## src/rtl/rx_delay_tuner_pkg.sv

```systemverilog
package rx_delay_tuner_pkg;
  localparam int TAP_W    = 6;
  localparam int TAP_LAST = 39;
  localparam logic [2:0] MODE_TUNE_A = 3'b100;
  localparam logic [2:0] MODE_TUNE_B = 3'b011;

  typedef enum logic [2:0] {
    S_IDLE, S_UPD, S_TWAIT, S_STEP
  } ctl_state_t;

  typedef enum logic [1:0] {
    H_IDLE, H_WAIT, H_GAP
  } hs_state_t;

  function automatic logic mode_needs_tuning(input logic [2:0] m);
    return (m == MODE_TUNE_A) || (m == MODE_TUNE_B);
  endfunction
endpackage

```

## src/rtl/tap_update_hs.sv

```systemverilog
module tap_update_hs #(
  parameter int TMO_CYC = 16,
  parameter int ROUNDS  = 2
) (
  input  logic clk,
  input  logic rst,
  input  logic go_i,
  input  logic clr_i,
  output logic upd_o,
  output logic ok_o,
  output logic tmo_o
);
  import rx_delay_tuner_pkg::*;
  localparam int CW = $clog2(TMO_CYC + 1);
  localparam int RW = $clog2(ROUNDS + 1);

  hs_state_t       st;
  logic [CW-1:0]   cnt;
  logic [RW-1:0]   rnd;

  always_ff @(posedge clk) begin
    if (rst) begin
      st    <= H_IDLE;
      cnt   <= '0;
      rnd   <= '0;
      upd_o <= 1'b0;
      ok_o  <= 1'b0;
      tmo_o <= 1'b0;
    end else begin
      ok_o  <= 1'b0;
      tmo_o <= 1'b0;
      unique case (st)
        H_IDLE: if (go_i) begin
          upd_o <= 1'b1;
          cnt   <= '0;
          rnd   <= RW'(1);
          st    <= H_WAIT;
        end
        H_WAIT: begin
          if (clr_i) begin
            upd_o <= 1'b0;
            if (rnd == RW'(ROUNDS)) begin
              ok_o <= 1'b1;
              st   <= H_IDLE;
            end else begin
              st <= H_GAP;
            end
          end else if (cnt == CW'(TMO_CYC - 1)) begin
            upd_o <= 1'b0;
            tmo_o <= 1'b1;
            st    <= H_IDLE;
          end else begin
            cnt <= cnt + 1'b1;
          end
        end
        H_GAP: begin
          upd_o <= 1'b1;
          cnt   <= '0;
          rnd   <= rnd + 1'b1;
          st    <= H_WAIT;
        end
        default: st <= H_IDLE;
      endcase
    end
  end
endmodule

```

## src/rtl/pass_run_tracker.sv

```systemverilog
module pass_run_tracker #(
  parameter int TAP_W = 6
) (
  input  logic             clk,
  input  logic             rst,
  input  logic             clear_i,
  input  logic             eval_i,
  input  logic             pass_i,
  input  logic [TAP_W-1:0] tap_i,
  output logic [TAP_W-1:0] best_len_o,
  output logic [TAP_W-1:0] best_end_o
);
  logic [TAP_W-1:0] cur_len;
  logic [TAP_W-1:0] cur_next;

  assign cur_next = cur_len + 1'b1;

  always_ff @(posedge clk) begin
    if (rst || clear_i) begin
      cur_len    <= '0;
      best_len_o <= '0;
      best_end_o <= '0;
    end else if (eval_i) begin
      if (pass_i) begin
        cur_len <= cur_next;
        if (cur_next > best_len_o) begin
          best_len_o <= cur_next;
          best_end_o <= tap_i;
        end
      end else begin
        cur_len <= '0;
      end
    end
  end
endmodule

```

## src/rtl/rx_delay_tuner.sv

```systemverilog
module rx_delay_tuner #(
  parameter int TMO_CYC = 16
) (
  input  logic       clk,
  input  logic       rst,
  input  logic       start_i,
  input  logic [2:0] mode_i,
  input  logic       upd_clr_i,
  input  logic       trial_done_i,
  input  logic       trial_pass_i,
  output logic [5:0] tap_o,
  output logic       upd_o,
  output logic       trial_req_o,
  output logic       done_o,
  output logic       err_o
);
  import rx_delay_tuner_pkg::*;

  ctl_state_t       st;
  logic             final_q;
  logic             hs_go;
  logic             hs_ok;
  logic             hs_tmo;
  logic             ev_valid;
  logic             ev_pass;
  logic             trk_clear;
  logic [TAP_W-1:0] best_len;
  logic [TAP_W-1:0] best_end;

  tap_update_hs #(.TMO_CYC(TMO_CYC), .ROUNDS(2)) hs_i (
    .clk(clk), .rst(rst), .go_i(hs_go), .clr_i(upd_clr_i),
    .upd_o(upd_o), .ok_o(hs_ok), .tmo_o(hs_tmo)
  );

  assign trk_clear = (st == S_IDLE) && start_i && mode_needs_tuning(mode_i);
  assign ev_valid  = ((st == S_UPD) && hs_tmo && !final_q) ||
                     ((st == S_TWAIT) && trial_done_i);
  assign ev_pass   = (st == S_TWAIT) && trial_pass_i;

  pass_run_tracker #(.TAP_W(TAP_W)) trk_i (
    .clk(clk), .rst(rst), .clear_i(trk_clear), .eval_i(ev_valid),
    .pass_i(ev_pass), .tap_i(tap_o),
    .best_len_o(best_len), .best_end_o(best_end)
  );

  always_ff @(posedge clk) begin
    if (rst) begin
      st          <= S_IDLE;
      tap_o       <= '0;
      final_q     <= 1'b0;
      hs_go       <= 1'b0;
      trial_req_o <= 1'b0;
      done_o      <= 1'b0;
      err_o       <= 1'b0;
    end else begin
      hs_go       <= 1'b0;
      trial_req_o <= 1'b0;
      done_o      <= 1'b0;
      unique case (st)
        S_IDLE: if (start_i) begin
          err_o <= 1'b0;
          if (mode_needs_tuning(mode_i)) begin
            tap_o   <= '0;
            final_q <= 1'b0;
            hs_go   <= 1'b1;
            st      <= S_UPD;
          end else begin
            done_o <= 1'b1;
          end
        end
        S_UPD: begin
          if (hs_ok) begin
            if (final_q) begin
              done_o <= 1'b1;
              st     <= S_IDLE;
            end else begin
              trial_req_o <= 1'b1;
              st          <= S_TWAIT;
            end
          end else if (hs_tmo) begin
            if (final_q) begin
              err_o  <= 1'b1;
              done_o <= 1'b1;
              st     <= S_IDLE;
            end else begin
              st <= S_STEP;
            end
          end
        end
        S_TWAIT: if (trial_done_i) st <= S_STEP;
        S_STEP: begin
          if (tap_o == TAP_W'(TAP_LAST)) begin
            if (best_len == '0) begin
              err_o  <= 1'b1;
              done_o <= 1'b1;
              st     <= S_IDLE;
            end else begin
              tap_o   <= best_end - (best_len >> 1);
              final_q <= 1'b1;
              hs_go   <= 1'b1;
              st      <= S_UPD;
            end
          end else begin
            tap_o <= tap_o + 1'b1;
            hs_go <= 1'b1;
            st    <= S_UPD;
          end
        end
        default: st <= S_IDLE;
      endcase
    end
  end
endmodule

```

## config.mk

```make
export PLATFORM = sky130hd
export DESIGN_NAME = rx_delay_tuner
export DESIGN_NICKNAME = d
export VERILOG_FILES = /design/src/rtl/rx_delay_tuner_pkg.sv /design/src/rtl/tap_update_hs.sv /design/src/rtl/pass_run_tracker.sv /design/src/rtl/rx_delay_tuner.sv
export SDC_FILE = /design/constraint.sdc
export NUM_CORES = 1
export LEC_CHECK = 0
export ABC_AREA = 0
export CORE_MARGIN = 10
export CORE_UTILIZATION = 58
export DETAILED_ROUTE_END_ITERATION = 8
export GPL_ROUTABILITY_DRIVEN = 1
export PLACE_DENSITY = 0.9
export SLEW_MARGIN = 20
export SYNTH_ARGS = -nofsm -noshare
export SYNTH_HDL_FRONTEND = slang
export SYNTH_SLANG_ARGS = --single-unit
```

## constraint.sdc

```tcl
create_clock -name clk -period 2.8 [get_ports clk]
set_clock_uncertainty 0.15 [all_clocks]
set_input_delay 0.56 -clock clk [delete_from_list [all_inputs] [get_ports clk]]
set_output_delay 0.56 -clock clk [all_outputs]
set_load 0.005 [all_outputs]
```

After elaboration in Yosys (flattened, before gate mapping)
Cells that the tools add are included.
{"block": "op_classes", "add_sub_neg": 5, "magnitude_cmp": 1, "eq_ne": 25, "n_mux": 58, "n_bitwise": 4, "reduce_logical": 29}
{"operator": "6-bit 2-to-1 mux", "n": 5}
{"operator": "1-bit 2-to-1 mux", "n": 28}
{"operator": "2-bit != test (second input constant)", "n": 10}
{"operator": "3-bit 2-to-1 mux", "n": 6}
{"operator": "5-bit 2-to-1 mux", "n": 3}
{"operator": "5-bit one-hot mux with 3 select lines", "n": 1}
{"operator": "6-bit by 1-bit adder with 6-bit output (second input constant)", "n": 2}
{"operator": "2-bit 2-to-1 mux", "n": 6}
{"operator": "3-bit one-hot mux with 4 select lines", "n": 1}
{"operator": "6-bit one-hot mux with 2 select lines", "n": 1}
{"operator": "4-bit AND reduction", "n": 3}
{"operator": "3-bit by 2-bit == test with 1-bit output (second input constant)", "n": 3}
{"operator": "1-bit one-hot mux with 3 select lines", "n": 3}
{"operator": "3-bit OR reduction", "n": 3}
{"operator": "7-bit AND reduction", "n": 1}
{"operator": "6-bit == test (second input constant)", "n": 1}
{"operator": "6-bit > comparator", "n": 1}
{"operator": "1-bit logical AND", "n": 6}
{"operator": "6-bit logical NOT", "n": 1}
{"operator": "2-bit one-hot mux with 3 select lines", "n": 1}
{"operator": "3-bit AND reduction", "n": 2}
{"operator": "3-bit nonzero test", "n": 2}
{"operator": "6-bit by 5-bit subtractor with 6-bit output", "n": 1}
{"operator": "5-bit by 1-bit adder with 5-bit output (second input constant)", "n": 1}
{"operator": "20 further kinds", "n": 30}
{"block": "word_totals", "regBits": 44, "in_bits": 9, "out_inout_bits": 10, "wordCells": 138}

Logic depth before layout (Yosys ltp)
Gate-level depths: netlist (run 1).
{"block": "logic_depth", "word_depth": 5, "ltp_mapped": 9, "ltp_nobuf": 9}

Cells and area by module
A second synthesis (run 1) with hierarchy kept.
{"block": "hier_totals", "cells_unflattened": 296, "area_unflattened_um2": 2541.2}
{"module": "rx_delay_tuner", "instances": 1, "cells_each": 131, "area_each_um2": 1052.3, "seq_area_each_um2": 260.2}
{"module": "pass_run_tracker", "instances": 1, "cells_each": 109, "area_each_um2": 954.7, "seq_area_each_um2": 360.3}
{"module": "tap_update_hs", "instances": 1, "cells_each": 56, "area_each_um2": 534.3, "seq_area_each_um2": 240.2}

Least setup slack after synthesis (run 1)
No wires, ideal clock.
{"block": "synth_path", "kind": "reg-to-reg", "from": "reg trk_i.cur_len[0]", "to": "reg trk_i.best_len_o[3]", "setup_time_ns": 0.078, "arrival_ns": 2.044, "t_required_ns": 2.572, "slack_ns": 0.529, "stages_incl_launch_ff": 10, "path_buffers": 1, "period_less_slack_ns": 2.271, "path_cell_list": "dfxtp_1 ha_1 nand3_1 xnor2_1 ha_1 nand4_1 o221ai_1 buf_2 a21oi_1 nor3_1"}
{"block": "synth_between", "elab_chain_cells": 3}
{"element": "start: declaration", "line": "pass_run_tracker.sv:13", "text": "logic [TAP_W-1:0] cur_len;"}
{"element": "start signal: assignment", "line": "pass_run_tracker.sv:25", "text": "cur_len <= cur_next;"}
{"element": "6-bit by 1-bit adder with 6-bit output", "line": "pass_run_tracker.sv:16", "text": "assign cur_next = cur_len + 1'b1;"}
{"element": "via trk_i.cur_next[4]", "line": "pass_run_tracker.sv:14", "text": "logic [TAP_W-1:0] cur_next;"}
{"element": "6-bit > comparator", "line": "pass_run_tracker.sv:26", "text": "if (cur_next > best_len_o) begin"}
{"element": "3-bit AND reduction (no source line)"}
{"element": "end signal: assignment", "line": "pass_run_tracker.sv:27", "text": "best_len_o <= cur_next;"}
{"element": "end: declaration", "line": "pass_run_tracker.sv:10", "text": "output logic [TAP_W-1:0] best_len_o,"}
The timed path passes the listed nets, and every way through them passes these cells.
A chain may end at the register's enable or synchronous reset.

Final worst setup path (run 1)
{"block": "layout_path", "from": "reg trk_i.cur_len[0]", "to": "reg trk_i.best_len_o[0]"}
Same word-level chain as after synthesis.

==> results.md, run 1 <==
- Status: finished clean
- Leakage: 1.048 nW
- Reg area: 860.8 um^2
- Final nets: 340
- Die area: 7418 um^2
- # rows: 23
- Required @ worst endpoint: 2.87 ns
- Largest net degree at the start of global routing: 19
- Post-synthesis sequential area ratio: 33.94%
- R2r startpoint: trk_i.cur_len[0]
- Unique cell type count in the Yosys netlist: 61
- Total core area: 4115 um^2
- Vias in the first global route: 2090
- Power density over the cells: 700.5 nW/um^2
- Setup TNS Final: 0 ns
- Switching fraction of total power: 35.45%
- Period utilization: 88.55%
- TritonCTS Buffers: 5
- First-pass GRT wire length: 9.936 mm
- CP Launch Type: register
- CTS resizes: 0
- All-Layer GR Usage: 16.00%
- Clock network fraction of design power: 28.7%
- Routed len/inst: 15.90 um
- Worst skew pair latency: 0.31 ns
- CTS tree: built
- Ant diodes: 0
- Slowest stage delay, CP: 0.45 ns
- Synth Area per Inst: 8.745 um^2
- TritonRoute pass-1 iters: 5
- Wire length on met2: 2.610 mm
- Via-to-Cell Ratio: 6.111
- Max Cap Viol: 0
- Reg2Reg Depth: 9
- Sequential power share: 34.6%
- DR top layer: met4
- Sw power: 718.0 uW
- Mapped Cells: 290
- Area taken by multi-input logic gates: 1524 um^2
- Most frequent CP cell: ha_1
- Boundary pin count: 19
- Starting density of the core: 61.63%
- Global route total overflow: 0
- Antenna violations before repair: 0
- Cells along the critical path: ha_1 -> nand3_1 -> xnor2_1 -> ha_1 -> nand4_1 -> o221ai_1 -> buf_4 -> a21oi_1 -> a311oi_2
- Setup crit end kind: register
- PortBufs: 18
- Post-synth EDFFs: 0
- Fin crit period: 2.479 ns
- Setup repair bufs after CTS: 0
- Hold Vio Cnt, Final: 0
- Critical Path Stages: 9
- Die height: 86.13 um
- Placer Congestion: 0.9116
- Pint: 1.307 mW
- Endpoints failing setup: 0
- ANT nets after route: 0
- Fmax: 403.3 MHz
- Hold crit path type: reg2reg
- Async S/R FF share, synth: 0%
- Slew Viols, Final: 0
- Util after Layout: 70.26%
- Syn Nets: 320
- Hold worst-path end: trk_i.best_end_o[4]
- # clock sinks: 43
- Cell family with most CP delay: compound AO/OA/AOI/OAI gates
- First DRT Iteration DRCs: 205
- Peak supply drop: 0.3297 mV
- Worst Path Buf+Inv: 1
- Post-synthesis instance area: 2536 um^2
- Slew @ Worst Pin: 0.4909 ns
- Clk slew on worst S/H paths: 0.08 ns
- DR DRC count: 0
- Area grow syn2layout: 14.01%
- Met3 wire len: 417 um
- Routed vias: 2206
- Met1 Wirelength: 2.602 mm
- Max-slew headroom: 67.27%
- CTS max path bufs: 2
- Cts hold-fix bufs: 0
- Ys flop type: dfxtp_1
- Detailed Route WL: 5.740 mm
- Fillers: 320
- R2r endpoint: trk_i.best_len_o[0]
- Synth Warn #: 0
- Die Wd: 86.13 um
- H-tree depth: 2
- Share of cells above drive strength 1: 9.646%
- DPL Wire Length: 4.196 mm
- CP max FO: 10
- Root buffer cell: clkbuf_8
- Min-delay src: trk_i.best_end_o[4]
- Setup slack, reg-to-reg: 0.32 ns
- Logic pwr share: 36.7%
- Slowest CP cell: dfxtp_1
- RSZ-0062 raised after global routing: false
- Synth Register Bits: 43
- Critical path class: reg2reg
- Arrival @ worst endpoint: 2.55 ns
- Hold Path Cell Cnt: 2
## sequential cells by signal, summed over array words and instances, names as in the netlist
signal / flops
done_o: 1
err_o: 1
final_q: 1
hs_go: 1
hs_i.cnt: 5
hs_i.ok_o: 1
hs_i.rnd: 2
hs_i.st: 2
hs_i.tmo_o: 1
hs_i.upd_o: 1
st: 2
tap_o: 6
trial_req_o: 1
trk_i.best_end_o: 6
trk_i.best_len_o: 6
trk_i.cur_len: 6
## worst min-delay path, stage by stage (launching register included)
cell and delay (ns):
dfxtp_1 0.32, o21ai_0 0.07, a21oi_1 0.06
## final cells by class
type | count | area share, %
well taps | 50 | 2.164
clock buffers | 5 | 2.380
multi-input cells | 213 | 52.70
clock inverters | 3 | 2.337
repair buffers | 23 | 7.529
inverters | 24 | 3.116
flip-flops and latches | 43 | 29.77
## metrics by stage
step                      cell area [um^2]  power, mW  hold WS [ns]  std cells  setup slack (ns)
after floorplan                       2536      1.268        0.3040        290            0.5287
after global routing                  2892      2.135        0.3452        361           0.09475
after detailed placement              2755      1.447        0.3248        353            0.3399
after CTS                             2892      2.020        0.3359        361            0.3188
after global placement                2755      1.421        0.3127        353            0.4451
final                                 2892      2.025        0.3399        361            0.3206
## routing by layer
metal	vias up	GRT usage, %
met2	78	24.54
met1	1029	20.68
met3	8	4.068
met5	-	0
li1	1091	-
met4	0	6.587
## cells in the final DEF (no fill, tap or decap), types with 5 or more instances in the layout
cell / count
a211oi_1: 5
a21oi_1: 25
a22oi_1: 6
buf_4: 5
clkbuf_8: 5
clkdlybuf4s50_1: 18
dfxtp_1: 43
ha_1: 20
inv_1: 24
nand2_1: 11
nand2b_1: 5
nand3_1: 14
nor2_1: 25
nor3_1: 17
o21ai_0: 13
xnor2_1: 5
## worst max path at each step
stage	startpoint	end	slack, ns
4_1_cts	trk_i.cur_len[0]	trk_i.best_len_o[0]	0.32
2_1_floorplan	trk_i.cur_len[0]	trk_i.best_len_o[3]	0.53
5_1_grt	trk_i.cur_len[0]	trk_i.best_len_o[0]	0.09
3_5_place_dp	trk_i.cur_len[0]	trk_i.best_len_o[0]	0.34
3_3_place_gp	mode_i[2]	trk_i.best_len_o[2]	0.45
6_report	trk_i.cur_len[0]	trk_i.best_len_o[0]	0.32
## synth_stat cells, types with 3 or more instances
master	number	area, um^2
a211oi_1	5	37.54
a21o_1	3	22.52
a21oi_1	25	125.1
a22oi_1	6	45.04
a31oi_1	3	18.77
and3_1	3	18.77
buf_2	4	20.02
clkbuf_1	3	11.26
dfxtp_1	43	860.8
ha_1	20	250.2
inv_1	24	90.09
mux2i_1	3	30.03
nand2_1	11	41.29
nand2b_1	5	31.28
nand3_1	14	70.07
nor2_1	25	93.84
nor3_1	17	85.08
o21ai_0	13	65.06
xnor2_1	5	43.79
xor2_1	4	35.03
## kinds of logic after synthesis
kind of cell | count (synthesis) | share of synthesized area, %
fa+ha+maj | 21 | 10.66
simple gates | 100 | 22.00
compound gates | 79 | 22.69
flops | 43 | 33.94
mux | 4 | 1.628
buf+inv | 34 | 5.970
xor+xnor | 9 | 3.108
## power groups by stage
stage | combinational [mW] | sequential [mW] | clock (mW)
6_report | 0.743 | 0.702 | 0.581
3_5_place_dp | 0.730 | 0.716 | 0
4_1_cts | 0.737 | 0.702 | 0.581
2_1_floorplan | 0.561 | 0.706 | 0
3_3_place_gp | 0.709 | 0.712 | 0
5_1_grt | 0.820 | 0.710 | 0.605
Power figures use the tool's default switching activity.
==> inputs of run 2 (changes only) <==
clock period = 2.6 ns   (was 2.8 ns; I/O delays follow)
==> results.md, run 2 (synthesized netlist as in run 1, its figures left out) <==
- Fillers: 327
- Required @ worst endpoint: 2.63 ns
- Max Cap Viol: 0
- Leakage: 1.058 nW
- Peak supply drop: 0.3284 mV
- Met1 global-route usage: 19.99%
- Power density over the cells: 721.5 nW/um^2
- Final worst slack: 0.1481 ns
- Setup TNS Final: 0 ns
- DR DRC count: 0
- Endpoints failing setup: 0
- ANT nets after route: 0
- CP max FO: 11
- Detailed Route WL: 5.858 mm
- Crit path from: trk_i.cur_len[0]
- TritonCTS Buffers: 5
- Via-to-Cell Ratio: 6.127
- # clock sinks: 43
- Hold Vio Cnt, Final: 0
- Post-route cell area: 2887 um^2
- Status: finished clean
- Clk slew on worst S/H paths: 0.08 ns
- Fin crit period: 2.452 ns
- Total Power: 2.082 mW
- Area grow syn2layout: 13.81%
- R2r startpoint: trk_i.cur_len[0]
- Ant diodes: 0
- Fmax: 407.8 MHz
- Post-Layout Cell Count: 362
- Min-delay src: trk_i.best_end_o[0]
- First-pass GRT wire length: 9.756 mm
- Hold crit path type: reg2reg
- Arrival @ worst endpoint: 2.48 ns
- Starting density of the core: 61.63%
- Routed len/inst: 16.18 um
- CTS max path bufs: 2
- Global route total overflow: 0
- Cts hold-fix bufs: 0
- Pre-CTS setup slack: 0.1655 ns
- Routed vias: 2218
- Setup repair bufs after CTS: 0
- CTS tree: built
- Boundary pin count: 19
- Placed cells: 354
- Placer Congestion: 0.8880
- Final nets: 341
- Die Wd: 86.13 um
- Most frequent cells in the layout: dfxtp_1 (43), nor2_1 (25), a21oi_1 (25)
- Slew Viols, Final: 0
- First DRT Iteration DRCs: 177
- Die area: 7418 um^2
- Worst skew pair latency: 0.30 ns
- TritonRoute pass-1 iters: 4
- Root buffer cell: clkbuf_8
- CP Launch Type: register
- Setup crit end kind: register
- DPL Wire Length: 4.169 mm
- Slew @ Worst Pin: 0.5013 ns
- Fin Hold WS: 0.3342 ns
- # rows: 23
- PortBufs: 18
- Met3 capacity usage during global routing: 4.068%
- Period utilization: 94.30%
- DP Area: 2763 um^2
- Largest net degree at the start of global routing: 19
- Most common cell after layout, fill and taps aside: dfxtp_1
- Vias in the first global route: 2087
- GRT met2 Usage: 24.95%
- Die height: 86.13 um
- Antenna violations before repair: 0
- H-tree depth: 2
- Gr busiest metal: met2
- All-Layer GR Usage: 15.80%
- Critical path class: reg2reg
- Total core area: 4115 um^2
- Share of cells above drive strength 1: 10.58%
- Max-slew headroom: 66.58%
- Util after Layout: 70.14%
==> run 2: cell types whose count changed in the layout (fill, tap and decap cells not counted), sizes merged <==
cell	previous run	this run
clkinv	0	2
buf	5	6
bufinv	2	1
clkinvlp	1	0
==> run 2: final cells by class <==
| class | count | area (um^2) | area share, % |
|---|---|---|---|
| multi-input cells | 213 | 1535 | 53.19 |
| flip-flops and latches | 43 | 860.8 | 29.82 |
| repair buffers | 24 | 225.2 | 7.802 |
| inverters | 24 | 90.09 | 3.121 |
| clock buffers | 5 | 68.82 | 2.384 |
| well taps | 50 | 62.56 | 2.167 |
| clock inverters | 3 | 43.79 | 1.517 |
==> run 2: critical path, stage by stage, from the launching register on <==
cell and delay, ns:
dfxtp_1 0.38, ha_1 0.19, nand3_1 0.10, xnor2_1 0.19, ha_1 0.34, nand4_1 0.21
o221a_2 0.41, nor3_1 0.29, nor3_1 0.07
==> run 2: power by group <==
part           switching, mW  internal (mW)
Sequential            0.0451          0.709
Combinational          0.487          0.316
Clock                  0.239          0.286
Total                  0.771           1.31
==> run 2: final timing paths <==
kind                            cells past startpoint  slack [ns]             endpoint
worst max-delay path                                8        0.15  trk_i.best_len_o[4]
worst min-delay path                                2        0.33  trk_i.best_end_o[0]
worst max register to register                      8        0.15  trk_i.best_len_o[4]
worst min register to register                      2        0.33  trk_i.best_end_o[0]
==> run 2: what timing repair did <==
action | in CTS | in global routing
endpoints found under the hold margin | 0 | 0
setup endpoints to repair | 0 | 10
resized for setup | 0 | 2
==> run 2: routing by layer <==
layer	up-vias	share of wire, %
met5	-	0
met4	0	1.7
met3	9	5.6
met2	62	46
met1	1049	47
li1	1098	-
==> inputs of run 3 (changes only) <==
SYNTH_HIERARCHICAL = 1   (was unset)
==> results.md, run 3 <==
- Status: finished clean
- Placer Congestion: 0.8391
- Max Cap Viol: 0
- Mux cell area share after synthesis: 5.564%
- Slew Viols, Final: 0
- Reg2Reg Depth: 9
- Post-synthesis instance area: 2541 um^2
- CTS max path bufs: 2
- Die Wd: 86.19 um
- Util after Layout: 68.53%
- Placed cells: 365
- Slew @ Worst Pin: 0.6529 ns
- Mapped Cells: 296
- R2r startpoint: trk_i/cur_len[1]
- First DRT Iteration DRCs: 238
- Ys flop type: dfxtp_1
- Synth Area per Inst: 8.585 um^2
- Post-synth top cells: dfxtp_1 (43), nand2_1 (36), inv_1 (23)
- ANT nets after route: 0
- TritonRoute pass-1 iters: 5
- Final nets: 350
- Crit path from: trk_i/cur_len[1]
- Required @ worst endpoint: 2.68 ns
- Post-synth EDFFs: 0
- Min-delay src: trk_i/best_end_o[5]
- Starting density of the core: 59.18%
- Most common cell after layout, fill and taps aside: dfxtp_1
- Post-synthesis simple-gate area fraction: 23.04%
- Root buffer cell: clkbuf_8
- Largest net degree at the start of global routing: 24
- Critical path class: reg2reg
- Synth Warn #: 6
- DPL Wire Length: 4.306 mm
- Count leader, synth: dfxtp_1
- Area contributors post-synth: dfxtp_1 (34%), ha_1 (9.8%), nand2_1 (5.3%)
- Ant diodes: 0
- Hold Path Cell Cnt: 2
- Endpoints failing setup: 0
- Power density over the cells: 620.5 nW/um^2
- PortBufs: 18
- Cts hold-fix bufs: 0
- Leakage: 1.091 nW
- Max-slew headroom: 55.86%
- Setup crit end kind: register
- Routed vias: 2242
- CP Launch Type: register
- H-tree depth: 2
- Clk slew on worst S/H paths: 0.09 ns
- # clock sinks: 43
- Fmax: 394.2 MHz
- Post-synthesis sequential area ratio: 33.87%
- Boundary pin count: 19
- Vias in the first global route: 2200
- Async S/R FF share, synth: 0%
- Fillers: 343
- Synth Register Bits: 43
- Global route total overflow: 0
- Largest family of logic cells by synthesized area: simple AND/OR/NAND/NOR gates
- DP Area: 2798 um^2
- Peak supply drop: 0.4514 mV
- First-pass GRT wire length: 9.839 mm
- Unique cell type count in the Yosys netlist: 55
- All-Layer GR Usage: 16.13%
- Fin crit period: 2.536 ns
- TritonCTS Buffers: 5
- Setup TNS Final: 0 ns
- Total core area: 4294 um^2
- Area grow syn2layout: 15.80%
- Post-Layout Cell Count: 373
- Hold crit path type: reg2reg
- CTS tree: built
- # rows: 24
- Area leader, netlist: dfxtp_1
- Period utilization: 97.56%
- Hold Vio Cnt, Final: 0
- Antenna violations before repair: 0
- DR DRC count: 0
- Post-Synth Adder-Cell Area: 10.64%
- Total Power: 1.826 mW
- Arrival @ worst endpoint: 2.61 ns
- Post-route cell area: 2943 um^2
- Via-to-Cell Ratio: 6.011
- Share of cells above drive strength 1: 9.657%
- Worst skew pair latency: 0.31 ns
- Synth top area share: 33.87%
- Compound-gate portion of the synthesized area: 18.66%
- Most frequent cells in the layout: dfxtp_1 (39), nand2_1 (36), inv_1 (23)
- CP max FO: 12
- Die height: 86.19 um
- Detailed Route WL: 5.887 mm
- Routed len/inst: 15.78 um
- RSZ-0062 raised after global routing: false
- Syn Nets: 326
- Synth Area in XOR/XNOR: 2.413%
- Die area: 7429 um^2
run 3: cell count changes after synthesis, moves of 5 or more:
cell / change
nand2_1: +25
nor3_1: -13
mux2i_1: +10
a22oi_1: -6
nor2b_1: +5
o21ai_0: -5
run 3: final cells by class:
class                   instances  area, um^2  share of cell area (%)
clock buffers                   6       72.57                   2.466
clock inverters                 2       60.06                   2.041
inverters                      23       86.33                   2.934
multi-input cells             221        1540                   52.34
flip-flops and latches         43       865.8                   29.42
well taps                      52       65.06                   2.211
repair buffers                 26       252.7                   8.588
run 3: cells by family after synthesis:
kind of cell / Yosys count
compound gates: 66
simple gates: 113
fa+ha+maj: 21
flops: 43
xor+xnor: 7
buf+inv: 32
mux: 14
run 3: final timing paths:
path | end | slack, ns
worst max-delay path | trk_i/best_len_o[0] | 0.06
worst min-delay path | trk_i/best_end_o[5] | 0.32
worst max register to register | trk_i/best_len_o[0] | 0.06
worst min register to register | trk_i/best_end_o[5] | 0.32
run 3: per-stage QoR:
step	worst slack [ns]	hold WS, ns
floorplan	0.2069	0.2847
global placement	0.1734	0.2917
detailed placement	0.02384	0.3066
CTS	0.007014	0.3198
global route	0.01728	0.3411
finish	0.06353	0.3229
run 3: routing by layer:
metal  global-route usage [%]  vias up  wire, um
met2                    27.59       80      2964
met5                        0        -         0
met1                    17.58     1044      2418
met3                    4.690       20       313
li1                         -     1098         -
met4                    8.689        0       191
run 3: timing repair:
item                       in CTS  in global routing
resized for setup               0                  5
setup buffers                   0                  0
setup endpoints to repair       0                 12
run 3: where the power goes:
part / internal (mW) / leakage, nW / switching, mW
Clock: 0.384 / 0.0654 / 0.233
Sequential: 0.693 / 0.349 / 0.0328
Combinational: 0.201 / 0.676 / 0.283
Total: 1.28 / 1.09 / 0.548
run 3: critical path: stages, from the launching register on:
cell	delay [ns]
dfxtp_1	0.38
nand2_1	0.10
o21a_1	0.22
or2_2	0.30
ha_1	0.33
and4_4	0.19
a31o_1	0.24
a31oi_4	0.17
buf_12	0.17
mux2i_1	0.22
